===== config.mk =====
export PLATFORM = sky130hd
export DESIGN_NAME = cdir_top
export DESIGN_NICKNAME = d
export VERILOG_FILES = /design/src/rtl/cdir_pkg.sv /design/src/rtl/cdir_match.sv /design/src/rtl/cdir_plru.sv /design/src/rtl/cdir_top.sv
export SDC_FILE = /design/constraint.sdc
export NUM_CORES = 1
export LEC_CHECK = 0
export BUFFER_PORTS_ARGS = -buffer_cell sky130_fd_sc_hd__buf_2
export CAP_MARGIN = 0
export CORE_UTILIZATION = 40
export CTS_CLUSTER_DIAMETER = 120
export DETAILED_ROUTE_END_ITERATION = 8
export PLACE_DENSITY = 0.57
export SETUP_SLACK_MARGIN = 0.02
export SLEW_MARGIN = 20
export SYNTH_ARGS = -nofsm -noshare
export SYNTH_HDL_FRONTEND = slang
export SYNTH_SLANG_ARGS = --single-unit

===== constraint.sdc =====
create_clock -name clk -period 2.81 [get_ports clk]
set_input_delay 0.1405 -clock clk [delete_from_list [all_inputs] [get_ports clk]]
set_output_delay 0.1405 -clock clk [all_outputs]
set_load 0.05 [all_outputs]

===== src/rtl/cdir_pkg.sv =====
package cdir_pkg;
  localparam int MAP_DIRECT = 0;
  localparam int MAP_TWOWAY = 1;
  localparam int MAP_FULL   = 2;

  function automatic int ways_for(input int mode, input int lines);
    if (mode == MAP_DIRECT) return 1;
    if (mode == MAP_TWOWAY) return 2;
    return lines;
  endfunction
endpackage


===== src/rtl/cdir_match.sv =====
module cdir_match #(
  parameter int WAYS  = 2,
  parameter int TAG_W = 7,
  localparam int WW   = (WAYS > 1) ? $clog2(WAYS) : 1
) (
  input  logic [WAYS-1:0]       valid_i,
  input  logic [WAYS*TAG_W-1:0] tags_i,
  input  logic [TAG_W-1:0]      tag_i,
  output logic                  hit_o,
  output logic [WW-1:0]         hit_way_o,
  output logic                  free_o,
  output logic [WW-1:0]         free_way_o
);
  logic [WAYS-1:0] eq;

  for (genvar w = 0; w < WAYS; w++) begin : g_cmp
    assign eq[w] = valid_i[w] && (tags_i[w*TAG_W +: TAG_W] == tag_i);
  end

  always_comb begin
    hit_o      = 1'b0;
    hit_way_o  = '0;
    free_o     = 1'b0;
    free_way_o = '0;
    for (int w = WAYS - 1; w >= 0; w--) begin
      if (eq[w]) begin
        hit_o     = 1'b1;
        hit_way_o = WW'(w);
      end
      if (!valid_i[w]) begin
        free_o     = 1'b1;
        free_way_o = WW'(w);
      end
    end
  end
endmodule


===== src/rtl/cdir_plru.sv =====
module cdir_plru #(
  parameter int WAYS = 2,
  localparam int WW  = (WAYS > 1) ? $clog2(WAYS) : 1,
  localparam int PW  = (WAYS > 1) ? WAYS - 1 : 1
) (
  input  logic [PW-1:0] state_i,
  input  logic [WW-1:0] touch_i,
  output logic [WW-1:0] victim_o,
  output logic [PW-1:0] state_o
);
  if (WAYS > 1) begin : g_tree
    localparam int LV = $clog2(WAYS);
    always_comb begin
      int node;
      int vi;
      node = 0;
      vi   = 0;
      for (int l = 0; l < LV; l++) begin
        // bit=1: upper half newer, so walk to the lower half
        if (state_i[node]) begin
          vi   = vi * 2;
          node = 2 * node + 1;
        end else begin
          vi   = vi * 2 + 1;
          node = 2 * node + 2;
        end
      end
      victim_o = WW'(vi);
    end

    always_comb begin
      int node;
      state_o = state_i;
      node    = 0;
      for (int l = 0; l < LV; l++) begin
        state_o[node] = touch_i[LV-1-l];
        node = 2 * node + 1 + int'(touch_i[LV-1-l]);
      end
    end
  end else begin : g_single
    assign victim_o = '0;
    assign state_o  = state_i;
  end
endmodule


===== src/rtl/cdir_top.sv =====
module cdir_top #(
  parameter int LINES    = 4,
  parameter int MAP_MODE = cdir_pkg::MAP_TWOWAY,
  parameter int BLK_W    = 8,
  parameter int CNT_W    = 16
) (
  input  logic             clk,
  input  logic             rst_n,
  input  logic             req_valid,
  input  logic [BLK_W-1:0] req_block,
  output logic             rsp_valid,
  output logic             rsp_hit,
  output logic [CNT_W-1:0] hit_count,
  output logic [CNT_W-1:0] access_count
);
  localparam int WAYS  = cdir_pkg::ways_for(MAP_MODE, LINES);
  localparam int SETS  = LINES / WAYS;
  localparam int IDXB  = $clog2(SETS);
  localparam int IDX_W = (SETS > 1) ? IDXB : 1;
  localparam int TAG_W = BLK_W - IDXB;
  localparam int WW    = (WAYS > 1) ? $clog2(WAYS) : 1;
  localparam int PW    = (WAYS > 1) ? WAYS - 1 : 1;
  localparam int LW    = (LINES > 1) ? $clog2(LINES) : 1;

  logic [LINES-1:0] valid_q;
  logic [TAG_W-1:0] tag_q [LINES];
  logic [PW-1:0]    plru_q [SETS];

  logic [IDX_W-1:0]      set_idx;
  logic [TAG_W-1:0]      req_tag;
  logic [WAYS-1:0]       set_valid;
  logic [WAYS*TAG_W-1:0] set_tags;
  logic [PW-1:0]         set_plru;
  logic                  hit, free;
  logic [WW-1:0]         hit_way, free_way, victim_way, fill_way, touch_way;
  logic [PW-1:0]         plru_next;
  logic [LW-1:0]         fill_line;

  assign set_idx = IDX_W'(int'(req_block) % SETS);
  assign req_tag = TAG_W'(req_block >> IDXB);

  always_comb begin
    for (int w = 0; w < WAYS; w++) begin
      set_valid[w]                = valid_q[int'(set_idx) * WAYS + w];
      set_tags[w*TAG_W +: TAG_W]  = tag_q[int'(set_idx) * WAYS + w];
    end
    set_plru = plru_q[int'(set_idx)];
  end

  cdir_match #(.WAYS(WAYS), .TAG_W(TAG_W)) match_i (
    .valid_i    (set_valid),
    .tags_i     (set_tags),
    .tag_i      (req_tag),
    .hit_o      (hit),
    .hit_way_o  (hit_way),
    .free_o     (free),
    .free_way_o (free_way)
  );

  assign fill_way  = free ? free_way : victim_way;
  assign touch_way = hit ? hit_way : fill_way;
  assign fill_line = LW'(int'(set_idx) * WAYS + int'(fill_way));

  cdir_plru #(.WAYS(WAYS)) plru_i (
    .state_i  (set_plru),
    .touch_i  (touch_way),
    .victim_o (victim_way),
    .state_o  (plru_next)
  );

  always_ff @(posedge clk or negedge rst_n) begin
    if (!rst_n) begin
      valid_q      <= '0;
      rsp_valid    <= 1'b0;
      rsp_hit      <= 1'b0;
      hit_count    <= '0;
      access_count <= '0;
      for (int s = 0; s < SETS; s++) plru_q[s] <= '0;
    end else begin
      rsp_valid <= req_valid;
      if (req_valid) begin
        rsp_hit      <= hit;
        access_count <= access_count + 1'b1;
        if (hit) hit_count <= hit_count + 1'b1;
        else     valid_q[fill_line] <= 1'b1;
        plru_q[int'(set_idx)] <= plru_next;
      end
    end
  end

  always_ff @(posedge clk) begin
    if (req_valid && !hit) tag_q[fill_line] <= req_tag;
  end
endmodule


==> flow_metrics.py, run 1 <==
metrics = {
    "clock_network": {
        "ctsResizeCount": 0,
        "clock_path_buffers": 2,
        "cts_tree": "done",
        "clk_pin_slew_ns": 0.07,
        "worstSkewPairLatency_ns": 0.33,
        "htree_levels": 3,
        "cts_buffers": 9,
        "cts_sinks": 68,
        "clockRootBuffer": "clkbuf_8",
    },
    "drt": {
        "drc": 0,
        "vias": 1842,
        "drt_iter0_markers": 56,
        "ant_nets": 0,
        "post_drt_wl_per_cell_um": 13.5,
        "via_per_inst": 4.80,
        "drtPass1Iterations": 4,
        "routed_wl_um": 5200,
    },
    "cells_and_area": {
        "mostFrequentLayoutCells": "buf_2, dfrtp_1, edfxtp_1",
        "fin_nets": 293,
        "final_common_cell": "buf_2",
        "diodes": 0,
        "drive_gt1_frac": 0.263,
        "area_growth_pct": 17.6,
        "utilization": 0.484,
    },
    "global_route": {
        "grt_pass1_vias": 1807,
        "grt_usage": 0.148,
        "grt_pass1_wl_um": 8630,
        "antenna_found_initial": 0,
        "grt_overflow": 0,
        "grt_max_degree": 41,
    },
    "setup_path": {
        "worst-path-max-fanout": 9,
        "slowest_stage": "nor3b_1",
        "arrival_ns": 2.35,
        "r2r_setup_slack_ns": 0.42,
        "start_kind": "flop",
        "cp-end-kind": "flop",
        "critPathBufInv": 0,
        "crit-reg2reg-capture": "tag_q[3][3]",
        "worstRegToRegCells": 6,
        "crit_family": "simple AND/OR/NAND/NOR gates",
        "cpPeakStageDelay_ns": 0.83,
        "r2r-start": "tag_q[1][5]",
        "crit_required_ns": 2.77,
        "crit_start": "tag_q[1][5]",
        "worstPathCellList": "mux2i_1 -> xnor2_1 -> nor4_1 -> nand4_1 -> and2_4 -> nor3b_1",
        "worst-setup-path-type": "reg2reg",
    },
    "synth": {
        "synthDistinctLibCells": 31,
        "ys_top_cells_by_area": "dfrtp_1, edfxtp_1, xnor2_1",
        "yosysSeqAreaShare": 0.620,
        "dominantRegCellSynth": "dfrtp_1",
        "yosysWarnings": 0,
        "yosysTopAreaCell": "dfrtp_1",
        "synth_fp_nets": 242,
        "syn_avg_cell_area_um2": 13.0,
        "synth_top_area_share": 0.337,
        "synth_edf_count": 28,
        "synthCells": 229,
        "ys_async_sr_fraction": 0.588,
        "syn-cell-area_um2": 2970,
        "ys_seq_elements": 68,
    },
    "job": {
        "cap_violations": 0,
    },
    "status": {
        "status": "finished clean",
    },
    "power_and_ir_drop": {
        "power_frac_clock": 0.317,
        "comb_power_share": 0.200,
        "ir_drop_uv": 709,
        "power_leakage_nw": 1.62,
        "power.switching_uw": 809,
        "seqPwrFrac": 0.483,
        "swShare": 0.320,
        "power.density_nw_per_um2": 723,
        "internal-power_mw": 1.72,
    },
    "placed_design": {
        "pre_cts_slack_ns": 0.0443,
        "hpwl_um": 3600,
        "gp_congestion": 0.700,
        "port_buffers": 44,
    },
    "sta": {
        "hold_viol": 0,
        "finalCritPeriodShare": 0.852,
        "rsz0062_at_grt": "no",
        "finalSetupTns_ns": 0,
        "fmax_ghz": 0.418,
        "report.final.slew_viol_count": 0,
        "clock-skew-final_ns": 0.00436,
        "slew_headroom": 0.326,
        "period_needed_ns": 2.39,
        "fin_ws_ns": 0.415,
        "final-setup-viol-count": 0,
        "tightest_slew_ns": 1.01,
    },
    "worst_hold_path": {
        "min_from": "req_block[6]",
        "min_path_type": "in2reg",
        "min_to": "tag_q[2][5]",
        "hold_depth": 1,
    },
    "floorplan": {
        "die_x_um": 88.2,
        "coreArea_um2": 7210,
        "start_util": 0.412,
        "die_y_um": 88.2,
        "top_level_ports": 45,
        "die-area_um2": 7770,
        "fp-row-count": 31,
    },
}
-- cell usage after synthesis (2+ instances only) --
| cell | instances |
|---|---|
| and3_1 | 7 |
| buf_6 | 2 |
| clkbuf_1 | 2 |
| dfrtp_1 | 40 |
| edfxtp_1 | 28 |
| ha_1 | 2 |
| mux2_2 | 2 |
| mux2i_1 | 12 |
| nand2_1 | 24 |
| nand3_1 | 11 |
| nand4_1 | 9 |
| nor2_1 | 13 |
| nor3_1 | 3 |
| nor3_4 | 2 |
| nor3b_1 | 4 |
| nor4_1 | 2 |
| o21ai_0 | 4 |
| or2_2 | 5 |
| xnor2_1 | 24 |
| xor2_1 | 22 |
-- logic make-up after synthesis --
kind of cell             Yosys count  synth area share
flip-flops                        68             0.620
XOR/XNOR                          46             0.136
multiplexers                      14            0.0480
buffers and inverters              7            0.0181
AND/OR/NAND/NOR                   85             0.156
adder cells (fa/ha/maj)            2           0.00842
AO/OA/AOI/OAI                      7            0.0139
-- timing repair --
| action | CTS | global route |
|---|---|---|
| setup buffers | 0 | 0 |
| hold endpoints to repair | 40 | 0 |
| hold buffers | 1 | 0 |
-- through the flow --
stage	std cells	power (mW)	area [um^2]	hold WS, ns
detailed placement	367	1.75	3280	0.326
floorplan	229	1.61	2970	-0.155
global placement	367	1.74	3280	0.319
finish	384	2.53	3490	0.0911
global route	384	2.65	3490	0.0847
CTS	384	2.55	3490	0.0776
-- registers in the layout, indices dropped and copies added (netlist names) --
signal	count
hit_count	16
tag_q	28
access_count	16
rsp_valid	1
rsp_hit	1
valid_q	4
plru_q	2
-- power by group through the flow --
stage	clock, mW	sequential (mW)	combinational, mW
4_1_cts	0.823	1.22	0.509
6_report	0.802	1.22	0.505
2_1_floorplan	0	1.43	0.180
3_3_place_gp	0	1.24	0.501
3_5_place_dp	0	1.24	0.510
5_1_grt	0.870	1.23	0.543
-- per-layer routing --
metal	GRT usage	wire, um	vias to the layer above
li1	-	-	901
met1	0.209	2570	890
met2	0.213	2360	45
met3	0.0302	206	6
met4	0.0792	63	0
met5	0	0	-
-- how the worst max path moves through the flow --
stage	end	slack [ns]	cells past startpoint
6_report	tag_q[3][3]	0.42	6
5_1_grt	tag_q[3][0]	0.25	6
4_1_cts	tag_q[1][4]	0.30	6
3_5_place_dp	tag_q[1][3]	0.04	7
3_3_place_gp	tag_q[3][3]	0.19	7
2_1_floorplan	tag_q[1][0]	0.64	8
-- cell type report --
class                      count  area, um^2
clock buffer                  10         138
clock inverter                 6        63.8
fill                         709        3720
multi-input combinational    154        1080
sequential                    68        1840
tap                           99         124
timing repair buffer          47         245
Note: power is estimated with default switching activity, not from simulation.
==> run 2: changes to the inputs <==
Settings changed: ABC_AREA set to 1, PLACE_DENSITY 0.57 to not set, PLACE_DENSITY_LB_ADDON set to 0.05.
==> run 2 against run 1 <==
Effect of this change:
- non-clock buffer count down 1
- register-to-register slack improved by 0.41 ns
- combinational power decreased by 1%
- cell count grew 45%
- flip-flop and latch count unchanged
- critical path type unchanged
- global-route usage increased by 3.1 points
- clock power down 15%
- synthesized cell count is 73% higher
- critical path depth grew 3
- hold slack got worse by 0.0044 ns
==> flow_metrics.py, run 2 <==
metrics = {
    "setup_path": {
        "crit_family": "simple AND/OR/NAND/NOR gates",
        "worst-path-max-fanout": 25,
        "crit_end": "tag_q[3][2]",
        "slowest_stage": "nor2_1",
        "arrival_ns": 1.96,
        "worstPathCellList": "nand2_1 -> nand3_1 -> nand2_1 -> inv_1 -> nand2_1 -> nor2_1 -> nand2_1 -> nand2_4 -> nor2_1",
        "cp.depth": 9,
        "cpPeakStageDelay_ns": 0.53,
        "worst-setup-path-type": "reg2reg",
        "cp-end-kind": "flop",
        "worstRegToRegCells": 9,
        "r2r-start": "tag_q[3][1]",
        "crit_path_frequent_cell": "nand2_1",
        "r2r_setup_slack_ns": 0.82,
        "start_kind": "flop",
        "crit-reg2reg-capture": "tag_q[3][2]",
        "crit_required_ns": 2.78,
        "critPathBufInv": 1,
        "crit_start": "tag_q[3][1]",
    },
    "sta": {
        "tightest_slew_ns": 0.900,
        "hold_viol": 0,
        "period_needed_ns": 1.99,
        "fin_ws_ns": 0.825,
        "finalCritPeriodShare": 0.707,
        "final-setup-viol-count": 0,
        "rsz0062_at_grt": "no",
        "report.final.slew_viol_count": 0,
        "slew_headroom": 0.400,
        "fmax_ghz": 0.504,
        "finalSetupTns_ns": 0,
        "clock-skew-final_ns": 0.0104,
    },
    "floorplan": {
        "top_level_ports": 45,
        "coreArea_um2": 8220,
        "start_util": 0.413,
        "fp-row-count": 33,
        "die-area_um2": 8870,
        "die_x_um": 94.2,
        "die_y_um": 94.2,
    },
    "synth": {
        "synth_edf_count": 28,
        "ys_top_cells_by_area": "dfrtp_1, edfxtp_1, nand2_1",
        "synthCells": 397,
        "synth_most_common_cell": "nand2_1",
        "yosysTopAreaCell": "dfrtp_1",
        "synthDistinctLibCells": 22,
        "synthTopCellsByCount": "nand2_1, nand3_1, inv_1",
        "ys_seq_elements": 68,
        "ys_async_sr_fraction": 0.588,
        "yosysWarnings": 0,
        "synth_fp_nets": 410,
        "synth_top_area_share": 0.295,
        "syn-cell-area_um2": 3400,
        "yosysSeqAreaShare": 0.542,
        "syn_avg_cell_area_um2": 8.56,
        "dominantRegCellSynth": "dfrtp_1",
    },
    "global_route": {
        "grt_pass1_vias": 2494,
        "grt_overflow": 0,
        "grt_usage": 0.178,
        "antenna_found_initial": 0,
        "grt_pass1_wl_um": 12000,
        "grt_max_degree": 41,
    },
    "drt": {
        "drc": 0,
        "post_drt_wl_per_cell_um": 12.7,
        "routed_wl_um": 7070,
        "ant_nets": 0,
        "drt_iter0_markers": 84,
        "drtPass1Iterations": 4,
        "via_per_inst": 4.68,
        "vias": 2596,
    },
    "clock_network": {
        "clockRootBuffer": "clkbuf_8",
        "clock_path_buffers": 2,
        "worstSkewPairLatency_ns": 0.34,
        "htree_levels": 3,
        "cts_sinks": 68,
        "clk_pin_slew_ns": 0.08,
        "cts_tree": "done",
        "cts_buffers": 9,
        "ctsResizeCount": 0,
    },
    "placed_design": {
        "hpwl_um": 4950,
        "pre_cts_slack_ns": 0.519,
        "gp_congestion": 0.797,
        "port_buffers": 44,
    },
    "status": {
        "status": "finished clean",
    },
    "cells_and_area": {
        "mostFrequentLayoutCells": "nand2_1, nand3_1, inv_1, buf_2, dfrtp_1",
        "ff_latch_area_um2": 1840,
        "diodes": 0,
        "largest_register_ffs": 28,
        "fill_cells": 812,
        "utilization": 0.469,
        "final_common_cell": "nand2_1",
        "multiInputGateArea_um2": 1310,
        "top_register": "tag_q",
        "fin_nets": 458,
        "area_growth_pct": 13.4,
        "largestRegisters": "tag_q x28, access_count x16, hit_count x16",
        "drive_gt1_frac": 0.144,
    },
    "power_and_ir_drop": {
        "power.density_nw_per_um2": 621,
        "ir_drop_uv": 561,
        "totalPowerFinal_mw": 2.39,
        "power_leakage_nw": 2.03,
    },
    "worst_hold_path": {
        "min_path_type": "in2reg",
        "min_from": "req_block[7]",
    },
    "job": {
        "cap_violations": 0,
    },
}
-- run 2: power by group --
group	switching [mW]	internal [mW]
registers	0.0860	1.12
logic	0.376	0.124
clock network	0.366	0.316
-- run 2: cells by family (layout without fill, tap and decap cells) --
group | Yosys count | count (layout) | share of synthesized area
and+or+nand+nor | 239 | 239 | 0.295
DFF | 68 | 68 | 0.542
buffers and inverters | 54 | 107 | 0.0733
xor gates and xnor gates | 27 | 27 | 0.0696
AOI/OAI and AO/OA | 7 | 7 | 0.0129
adders and majority gates | 2 | 2 | 0.00737
-- run 2: area by class of cell --
cell class / count / share of cell area
tap: 105 / 0.0341
inverter: 45 / 0.0451
clock inverter: 5 / 0.00779
multi-input combinational: 275 / 0.339
timing repair buffer: 46 / 0.0617
sequential: 68 / 0.478
clock buffer: 11 / 0.0341
-- run 2: worst min path at each step --
stage                            end  slack (ns)  cells past startpoint
floorplan            access_count[0]       -0.16                      0
global route             tag_q[1][6]        0.07                      1
global placement    access_count[15]        0.32                      1
finish                   tag_q[1][6]        0.09                      1
CTS                      tag_q[1][6]        0.08                      1
detailed placement  access_count[13]        0.33                      1
-- run 2: worst reg2reg max path: stages (launching register included) --
cell and delay, ns:
edfxtp_1 0.40, nand2_1 0.11, nand3_1 0.08, nand2_1 0.07
inv_1 0.04, nand2_1 0.05, nor2_1 0.04, nand2_1 0.10
nand2_4 0.19, nor2_1 0.53
-- run 2: metal layers --
| layer | wire length [um] | GRT usage | part of all wire | vias up |
|---|---|---|---|---|
| met1 | 3420 | 0.234 | 0.48 | 1202 |
| met4 | 80 | 0.0577 | 0.011 | 0 |
| met3 | 213 | 0.0502 | 0.030 | 7 |
| met5 | 0 | 0 | 0 | - |
| li1 | - | - | - | 1350 |
| met2 | 3350 | 0.283 | 0.47 | 37 |
-- run 2: repair_timing --
action                                 CTS  global route
buffers inserted                         0             0
hold buffers                             1             0
endpoints found under the hold margin   40             0
-- run 2: through the flow --
stage | area, um^2 | std cells | hold WS [ns]
after floorplan | 3400 | 397 | -0.155
after global placement | 3680 | 538 | 0.322
after detailed placement | 3680 | 538 | 0.334
after CTS | 3850 | 555 | 0.0767
after global routing | 3850 | 555 | 0.0704
final | 3850 | 555 | 0.0867
